## src/rtl/bsu_pkg.sv

```systemverilog
package bsu_pkg;
    typedef enum logic [1:0] {
        ST_SYNC,
        ST_GATHER,
        ST_MWAIT,
        ST_SOLO
    } bsu_state_e;

    // Control offsets relative to the core count N
    localparam int OFS_MWAIT = 0;
    localparam int OFS_MREL  = 1;
    localparam int OFS_MODE  = 2;
endpackage

```

## src/rtl/bsu_decode.sv

```systemverilog
module bsu_decode #(
    parameter int N      = 4,
    parameter int ADDR_W = 4
) (
    input  logic              we,
    input  logic [ADDR_W-1:0] addr,
    output logic [N-1:0]      slot_hit,
    output logic              mwait_hit,
    output logic              mrel_hit,
    output logic              mode_hit
);
    import bsu_pkg::*;

    for (genvar i = 0; i < N; i++) begin : g_slot
        assign slot_hit[i] = we && (addr == ADDR_W'(i));
    end

    assign mwait_hit = we && (addr == ADDR_W'(N + OFS_MWAIT));
    assign mrel_hit  = we && (addr == ADDR_W'(N + OFS_MREL));
    assign mode_hit  = we && (addr == ADDR_W'(N + OFS_MODE));
endmodule

```

## src/rtl/bsu_arrival.sv

```systemverilog
module bsu_arrival #(
    parameter int N = 4,
    localparam int CNT_W = $clog2(N + 1)
) (
    input  logic             clk,
    input  logic             rst_n,
    input  logic             inc,
    input  logic             clr,
    output logic [CNT_W-1:0] count
);
    always_ff @(posedge clk or negedge rst_n) begin
        if (!rst_n)   count <= '0;
        else if (clr) count <= '0;
        else if (inc) count <= count + CNT_W'(1);
    end
endmodule

```

## src/rtl/barrier_sync_unit.sv

```systemverilog
module barrier_sync_unit #(
    parameter int N         = 4,
    parameter int MASTER_ID = 0,
    parameter int ADDR_W    = 4,
    parameter int DATA_W    = 32
) (
    input  logic              clk,
    input  logic              rst_n,
    input  logic              bus_we,
    input  logic [ADDR_W-1:0] bus_addr,
    input  logic [DATA_W-1:0] bus_wdata,
    output logic [DATA_W-1:0] bus_rdata,
    output logic [N-1:0]      core_stall
);
    import bsu_pkg::*;

    localparam int CNT_W = $clog2(N + 1);

    bsu_state_e       state_q, state_d;
    logic [N-1:0]     stall_q, stall_d;
    logic [N-1:0]     slot_hit, eligible, arrive_vec;
    logic             mwait_hit, mrel_hit, mode_hit;
    logic             arrive, is_tp, all_workers, last_worker;
    logic             sync_done, mode_ok, cnt_clr;
    logic [CNT_W-1:0] count;
    logic             wdata_unused;

    assign wdata_unused = ^bus_wdata[DATA_W-1:1];

    bsu_decode #(.N(N), .ADDR_W(ADDR_W)) u_dec (
        .we        (bus_we),
        .addr      (bus_addr),
        .slot_hit  (slot_hit),
        .mwait_hit (mwait_hit),
        .mrel_hit  (mrel_hit),
        .mode_hit  (mode_hit)
    );

    assign is_tp = (state_q != ST_SYNC);

    always_comb begin
        eligible = '1;
        if (is_tp) eligible[MASTER_ID] = 1'b0;
    end

    assign arrive_vec  = slot_hit & eligible & ~stall_q;
    assign arrive      = |arrive_vec;
    assign all_workers = (count == CNT_W'(N - 1));
    assign last_worker = arrive && (count == CNT_W'(N - 2));
    assign sync_done   = (state_q == ST_SYNC) && arrive && all_workers;
    assign mode_ok     = mode_hit && (stall_q == '0);
    assign cnt_clr     = sync_done || mode_ok || ((state_q == ST_SOLO) && mrel_hit);

    bsu_arrival #(.N(N)) u_cnt (
        .clk   (clk),
        .rst_n (rst_n),
        .inc   (arrive),
        .clr   (cnt_clr),
        .count (count)
    );

    // Next-state logic
    always_comb begin
        state_d = state_q;
        if (mode_ok) begin
            state_d = bus_wdata[0] ? ST_GATHER : ST_SYNC;
        end else begin
            unique case (state_q)
                ST_SYNC:   state_d = ST_SYNC;
                ST_GATHER: if (mwait_hit) state_d = all_workers ? ST_SOLO : ST_MWAIT;
                ST_MWAIT:  if (last_worker) state_d = ST_SOLO;
                ST_SOLO:   if (mrel_hit) state_d = ST_GATHER;
            endcase
        end
    end

    // Stall-line logic
    always_comb begin
        stall_d = stall_q | arrive_vec;
        unique case (state_q)
            ST_SYNC:   if (sync_done) stall_d = '0;
            ST_GATHER: if (mwait_hit && !all_workers) stall_d[MASTER_ID] = 1'b1;
            ST_MWAIT:  if (last_worker) stall_d[MASTER_ID] = 1'b0;
            ST_SOLO:   if (mrel_hit) stall_d = '0;
        endcase
    end

    always_ff @(posedge clk or negedge rst_n) begin
        if (!rst_n) state_q <= ST_SYNC;
        else        state_q <= state_d;
    end

    always_ff @(posedge clk or negedge rst_n) begin
        if (!rst_n) stall_q <= '0;
        else        stall_q <= stall_d;
    end

    assign core_stall = stall_q;

    always_comb begin
        bus_rdata = '0;
        for (int i = 0; i < N; i++) begin
            if (bus_addr == ADDR_W'(i)) bus_rdata[0] = stall_q[i];
        end
        if (bus_addr == ADDR_W'(N + OFS_MODE)) bus_rdata[0] = is_tp;
    end
endmodule

```

## config.mk

```make
export PLATFORM = sky130hd
export DESIGN_NAME = barrier_sync_unit
export DESIGN_NICKNAME = d
export VERILOG_FILES = /design/src/rtl/bsu_pkg.sv /design/src/rtl/bsu_decode.sv /design/src/rtl/bsu_arrival.sv /design/src/rtl/barrier_sync_unit.sv
export SDC_FILE = /design/constraint.sdc
export NUM_CORES = 1
export LEC_CHECK = 0
export BUFFER_PORTS_ARGS = -buffer_cell sky130_fd_sc_hd__buf_2
export CORE_ASPECT_RATIO = 1.1
export CORE_MARGIN = 5
export CORE_UTILIZATION = 40
export CTS_BUF_LIST = sky130_fd_sc_hd__clkbuf_8 sky130_fd_sc_hd__clkbuf_16
export DETAILED_ROUTE_END_ITERATION = 8
export GPL_TIMING_DRIVEN = 0
export PLACE_DENSITY = 0.92
export RECOVER_POWER = 50
export SETUP_SLACK_MARGIN = 0.1
export SYNTH_ARGS = -nofsm -noshare
export SYNTH_HDL_FRONTEND = slang
export SYNTH_HIERARCHICAL = 1
export SYNTH_SLANG_ARGS = --single-unit
```

## constraint.sdc

```tcl
create_clock -name clk -period 2.3 [get_ports clk]
set_input_delay 0.23 -clock clk [delete_from_list [all_inputs] [get_ports clk]]
set_output_delay 0.23 -clock clk [all_outputs]
set_load 0.05 [all_outputs]
```

Yosys cells after proc, flatten, opt, wreduce, memory -nomap -nowiden
Cells that the tools add are included.
{"block": "totals", "reg_bits": 9, "input_bits": 39, "elab_cells": 66}
{"block": "op_classes", "add_sub_neg": 1, "eq_ne": 14, "mux": 21, "n_bitwise": 4, "n_reduce_logical": 23}
{"op": "1-bit logical AND", "count": 13}
{"op": "4-bit by 3-bit == test with 1-bit output (second input constant)", "count": 3}
{"op": "1-bit two-way mux", "count": 10}
{"op": "3-bit != test (second input constant)", "count": 3}
{"op": "4-bit bitwise AND", "count": 2}
{"op": "4-bit by 2-bit == test with 1-bit output (second input constant)", "count": 2}
{"op": "4-bit logical NOT", "count": 2}
{"op": "2-bit two-way mux", "count": 4}
{"op": "4-bit two-way mux", "count": 2}
{"op": "2-bit one-hot mux with 4 select lines", "count": 1}
{"op": "3-bit by 2-bit == test with 1-bit output (second input constant)", "count": 2}
{"op": "3-bit two-way mux", "count": 2}
{"op": "3-bit one-hot mux with 2 select lines", "count": 1}
{"op": "2-bit == test (second input constant)", "count": 2}
{"op": "4-bit by 1-bit == test with 1-bit output (second input constant)", "count": 1}
{"op": "4-bit inverter", "count": 1}
{"op": "4-bit bitwise OR", "count": 1}
{"op": "1-bit one-hot mux with 4 select lines", "count": 1}
{"op": "2-bit nonzero test", "count": 2}
{"op": "4-bit OR reduction", "count": 1}
{"op": "3-bit by 1-bit adder with 3-bit output (second input constant)", "count": 1}
{"op": "3-bit AND reduction", "count": 1}
{"op": "2-bit by 1-bit == test with 1-bit output (second input constant)", "count": 1}
{"op": "2-bit logical NOT", "count": 1}
{"op": "2 further kinds", "count": 3}

Logic depth before layout (Yosys ltp)
{"block": "depth", "word_depth": 10, "depth_mapped": 7, "ltp_nobuf": 7}

Cells and area by module
Netlist, hierarchy kept.
{"module": "barrier_sync_unit", "n_inst": 1, "cells_per_inst": 88, "area_per_inst_um2": 770.7}
{"module": "bsu_arrival", "n_inst": 1, "cells_per_inst": 11, "area_per_inst_um2": 136.4}
{"module": "bsu_decode", "n_inst": 1, "cells_per_inst": 12, "area_per_inst_um2": 68.8}

Worst setup path before layout
Ideal clock, no wire load.
{"block": "synth_timing", "path_kind": "register -> output", "startpoint": "reg stall_q[0], in the netlist core_stall[0]", "endpoint": "out bus_rdata[0]", "t_arrival_ns": 1.701, "required_time_ns": 2.070, "slack_ns": 0.369, "path_stages_with_launch": 4, "path_buffers": 0, "path_cell_list": "dfrtp_1 mux4_2 mux2i_1 nor2_1"}
{"block": "synth_between", "elab_chain_cells": 5}
{"element": "start, declared", "line": "barrier_sync_unit.sv:20", "text": "logic [N-1:0] stall_q, stall_d;"}
{"element": "start signal, assigned", "line": "barrier_sync_unit.sv:95", "text": "else stall_q <= stall_d;"}
{"element": "1-bit two-way mux (4 in a row)", "line": "barrier_sync_unit.sv:103", "text": "if (bus_addr == ADDR_W'(i)) bus_rdata[0] = stall_q[i];"}
{"element": "1-bit two-way mux", "line": "barrier_sync_unit.sv:105", "text": "if (bus_addr == ADDR_W'(N + OFS_MODE)) bus_rdata[0] = is_tp;"}
{"element": "end, declared", "line": "barrier_sync_unit.sv:12", "text": "output logic [DATA_W-1:0] bus_rdata,"}
Every way passes these cells.

Worst setup path after layout
{"block": "layout_timing", "startpoint": "reg state_q[0]", "endpoint": "out bus_rdata[0]"}
{"block": "layout_between", "elab_chain_cells": 2}
{"element": "start, declared", "line": "barrier_sync_unit.sv:19", "text": "bsu_state_e state_q, state_d;"}
{"element": "start signal, assigned", "line": "barrier_sync_unit.sv:90", "text": "else state_q <= state_d;"}
{"element": "2-bit nonzero test", "line": "barrier_sync_unit.sv:39", "text": "assign is_tp = (state_q != ST_SYNC);"}
{"element": "1-bit two-way mux", "line": "barrier_sync_unit.sv:105"}
Every way passes these cells.

==> flow_summary.html <==
<table>
<tr><th>Metric</th><th>Value</th></tr>
<tr><th colspan="2">Global route</th></tr>
<tr><td>Global-route usage over all layers</td><td>0.1138</td></tr>
<tr><td>Maximum number of pins on one net before global-route repair</td><td>10</td></tr>
<tr><td>Via count of the first global-routing pass</td><td>729</td></tr>
<tr><td>Initial antenna violation count</td><td>0</td></tr>
<tr><td>Leftover overflow at the end of global routing</td><td>0</td></tr>
<tr><td>Global-route wire length before repair</td><td>roughly 3100 microns</td></tr>
<tr><th colspan="2">Cells and area</th></tr>
<tr><td>Final instance count without filler cells</td><td>188</td></tr>
<tr><td>Fill cell total of the finished layout</td><td>about 210</td></tr>
<tr><td>Combined area of the multi-input logic cells</td><td>just over 600 sq um</td></tr>
<tr><td>Area Growth Syn to Fin</td><td>26.80%</td></tr>
<tr><td>Antenna cells</td><td>0</td></tr>
<tr><td>Net total in the final layout</td><td>204</td></tr>
<tr><td>FF+latch area</td><td>between 200 and 250 sq um</td></tr>
<tr><td>Share of layout cells above drive strength 1</td><td>0.3291</td></tr>
<tr><th colspan="2">Routing</th></tr>
<tr><td>Total iterations of the first detailed-routing run</td><td>4</td></tr>
<tr><td>Total Wirelength</td><td>around 1900 microns</td></tr>
<tr><td>Via total after detailed routing</td><td>between 700 and 800</td></tr>
<tr><td>Routed Antenna Nets</td><td>0</td></tr>
<tr><td>Drt wl/cell</td><td>10.05 microns</td></tr>
<tr><td># DRC</td><td>0</td></tr>
<tr><td>First DRT Iteration DRCs</td><td>17</td></tr>
<tr><td>Via density per instance</td><td>~4.2</td></tr>
<tr><th colspan="2">Floorplan</th></tr>
<tr><td>Die Footprint</td><td>between 3000 and 4000 sq um</td></tr>
<tr><td>Die boundary height</td><td>around 62 microns</td></tr>
<tr><td>Number of top-level pins</td><td>75</td></tr>
<tr><td>Die Wd</td><td>around 57 microns</td></tr>
<tr><td>Starting density of the core</td><td>0.4248</td></tr>
<tr><td>Area of the placeable core</td><td>between 2000 and 2500 sq um</td></tr>
<tr><td>Number of placement rows</td><td>18</td></tr>
<tr><th colspan="2">Synth</th></tr>
<tr><td>Proportion of synthesized flip-flops having asynchronous set or reset</td><td>1.000</td></tr>
<tr><td>Portion of the post-synthesis area used by sequential elements</td><td>0.2308</td></tr>
<tr><td>Total of flip-flops plus latches after synthesis</td><td>9</td></tr>
<tr><td>EDFF count, synth</td><td>0</td></tr>
<tr><td>Top_reg_cell synth</td><td>sky130_fd_sc_hd__dfrtp_1</td></tr>
<tr><td>Number of warning messages in the yosys log</td><td>6</td></tr>
<tr><td>Fraction of post-synthesis cell area in the top cell type by area</td><td>0.2385</td></tr>
<tr><td>Synth top area cells</td><td>sky130_fd_sc_hd__buf_4 24%, sky130_fd_sc_hd__dfrtp_1 23%, sky130_fd_sc_hd__ha_1 7.7%</td></tr>
<tr><td>Most used standard cell by instance count after synthesis</td><td>sky130_fd_sc_hd__buf_4</td></tr>
<tr><td>Most common library cells after synthesis</td><td>31 x sky130_fd_sc_hd__buf_4, 11 x sky130_fd_sc_hd__nor2_1, 9 x sky130_fd_sc_hd__dfrtp_1</td></tr>
<tr><td>Average cell area after synthesis</td><td>about 8.8 sq um</td></tr>
<tr><td>Netlist Area Pre-Place</td><td>approximately 980 sq um</td></tr>
<tr><td>Largest area contributor in the netlist</td><td>sky130_fd_sc_hd__buf_4</td></tr>
<tr><td>Cells after Synth</td><td>roughly 110</td></tr>
<tr><td>Number of different library cells in the post-synthesis netlist</td><td>34</td></tr>
<tr><th colspan="2">Timing</th></tr>
<tr><td>Clock period minus final worst setup slack</td><td>between 1.5 and 2 ns</td></tr>
<tr><td>Worst setup skew after layout</td><td>0.0003318 ns</td></tr>
<tr><td>Number of failing hold endpoints at the final stage</td><td>0</td></tr>
<tr><td>Slew headroom</td><td>0.6034</td></tr>
<tr><td>Unrepaired setup endpoints after global routing</td><td>false</td></tr>
<tr><td>Finish-stage setup viols</td><td>0</td></tr>
<tr><td>Max-slew violation total from the final report</td><td>0</td></tr>
<tr><td>FMAX</td><td>roughly 530 MHz</td></tr>
<tr><td>Setup TNS Final</td><td>0 ns</td></tr>
<tr><td>Slew at the pin closest to its max-slew limit</td><td>0.5974 ns</td></tr>
<tr><td>Crit share post-route</td><td>0.8188</td></tr>
<tr><th colspan="2">Clock tree</th></tr>
<tr><td>H-tree depth</td><td>1</td></tr>
<tr><td>Clock net sink count</td><td>9</td></tr>
<tr><td>Clock tree from TritonCTS</td><td>built</td></tr>
<tr><td>CTS buffer count</td><td>3</td></tr>
<tr><td>Post-CTS Setup Repair Bufs</td><td>0</td></tr>
<tr><td>Count of cells resized by post-cts repair</td><td>0</td></tr>
<tr><td>Clock edge transition at the registers on the reported setup and hold paths</td><td>around 0.040 ns</td></tr>
<tr><td>Skew-Pair Late Insertion Delay</td><td>~0.23 ns</td></tr>
<tr><td>Root buffer cell</td><td>sky130_fd_sc_hd__clkbuf_8</td></tr>
<tr><td>Buffer depth of the longest clock path</td><td>2</td></tr>
<tr><th colspan="2">Run status</th></tr>
<tr><td>Result of the run</td><td>finished clean</td></tr>
<tr><th colspan="2">Pwr</th></tr>
<tr><td>Leakage dissipation</td><td>~0.00067 uW</td></tr>
<tr><td>Areal power density over the cells</td><td>948.5 nW/um^2</td></tr>
<tr><td>IR drop worst, VDD</td><td>about 0.69 mV</td></tr>
<tr><th colspan="2">Setup path</th></tr>
<tr><td>Critical path, cell by cell</td><td>inv_1 &gt; ha_1 &gt; nor3b_1 &gt; mux2i_1 &gt; nor2_1 &gt; buf_2</td></tr>
<tr><td>Arrival time of data at the critical path endpoint</td><td>between 1.5 and 2 ns</td></tr>
<tr><td>Critical Path RT</td><td>~2.1 ns</td></tr>
<tr><td>Largest delay contributor family on the critical path</td><td>flip-flops</td></tr>
<tr><td>Buffers plus inverters on the worst setup path</td><td>2</td></tr>
<tr><td>Setup CP Type</td><td>flip-flop to primary output</td></tr>
<tr><td>Setup crit start kind</td><td>flip-flop</td></tr>
<tr><td>Largest fanout on the critical path</td><td>6</td></tr>
<tr><td>Flop-to-flop setup slack</td><td>0.45 ns</td></tr>
<tr><td>Max stage delay on crit path</td><td>0.37 ns</td></tr>
<tr><td>Crit. End Element</td><td>primary output</td></tr>
<tr><td>Slowest cell on crit path</td><td>sky130_fd_sc_hd__dfrtp_1</td></tr>
<tr><th colspan="2">Hold path</th></tr>
<tr><td>Hold Crit Class</td><td>input pin to flip-flop</td></tr>
<tr><th colspan="2">Job</th></tr>
<tr><td>Number of max-cap violations</td><td>0</td></tr>
<tr><th colspan="2">Place</th></tr>
<tr><td>Placed Cells</td><td>between 150 and 200</td></tr>
<tr><td>Port-buffer cells</td><td>12</td></tr>
<tr><td>Half-perimeter wire length of the detailed placement result</td><td>1576 microns</td></tr>
<tr><td>GPL Wtd Cong</td><td>approximately 0.79</td></tr>
</table>
[metrics by stage]
stage          total power (uW)  hold slack [ns]  setup slack (ns)  cell area (sq um)  utilization
6_report                   1174           0.2550            0.4168               1237       0.5387
5_1_grt                    1267           0.2629            0.2820               1237       0.5387
4_1_cts                    1182           0.2542            0.4051               1241       0.5403
3_5_place_dp              999.8          0.08404            0.4070               1186       0.5163
3_3_place_gp              980.4          0.08350            0.4124               1186       0.5163
2_1_floorplan             870.6         -0.06559            0.3694               1089            -
[report_power, final]
group / switching [uW] / internal, uW
Clock: 54.8 / 116
Sequential: 68.1 / 223
Combinational: 452 / 260
Total: 575 / 598
[cell usage in the layout (no fill, tap or decap), drive strengths merged, types with 2 or more instances in the layout]
cell	n
a21oi	4
buf	40
clkbuf	6
conb	31
dfrtp	9
ha	6
inv	5
mux2i	3
nand2	3
nand2b	5
nand3	2
nand3b	3
nor2	11
nor2b	2
nor3	2
nor4	2
o21a	3
o21ai	6
or3b	2
[worst paths after layout]
check,from,endpoint,depth (start not counted)
max,state_q[0]$_DFFE_PN0P_,bus_rdata[0],6
min,bus_wdata[0],state_q[0]$_DFFE_PN0P_,2
max reg2reg,state_q[0]$_DFFE_PN0P_,state_q[0]$_DFFE_PN0P_,7
min reg2reg,core_stall[3]$_DFF_PN0_,core_stall[3]$_DFF_PN0_,1
max in group asynchronous,rst_n,core_stall[2]$_DFF_PN0_,2
min in group asynchronous,rst_n,state_q[1]$_DFFE_PN0P_,2
[kinds of logic after synthesis]
group	count (synthesis)	synth area share
flip-flops	9	0.2308
AND/OR/NAND/NOR	36	0.2333
multiplexers	4	0.05385
other	1	0.003842
XOR/XNOR	1	0.008976
AO/OA/AOI/OAI	19	0.1385
adder cells (fa/ha/maj)	6	0.07692
buffers and inverters	35	0.2538
[sequential cells by signal, indices dropped and copies added, names as in the netlist]
signal	count
core_stall	4
u_cnt/count	3
state_q	2
[layout make-up]
type,instances,share of cell area
Clock buffer,3,0.03337
Sequential cell,9,0.1820
Clock inverter,1,0.003033
Multi-Input combinational cell,97,0.4975
Timing Repair Buffer,13,0.05359
Buffer,31,0.1881
Inverter,4,0.01213
Tap cell,30,0.03033
[metal layers]
layer	wire (microns)	part of all wire	track usage	vias to the layer above
met5	0	0	0	-
met4	9	0.0048	0.05960	0
met3	116	0.061	0.006198	2
met2	1084	0.57	0.2333	22
met1	678	0.36	0.1176	359
li1	-	-	-	412
[what timing repair did]
action	CTS	global route
endpoints found under the hold margin	9	0
hold buffers	1	0
setup endpoints to repair	0	0
No activity file was read; power rests on OpenSTA's default activity.
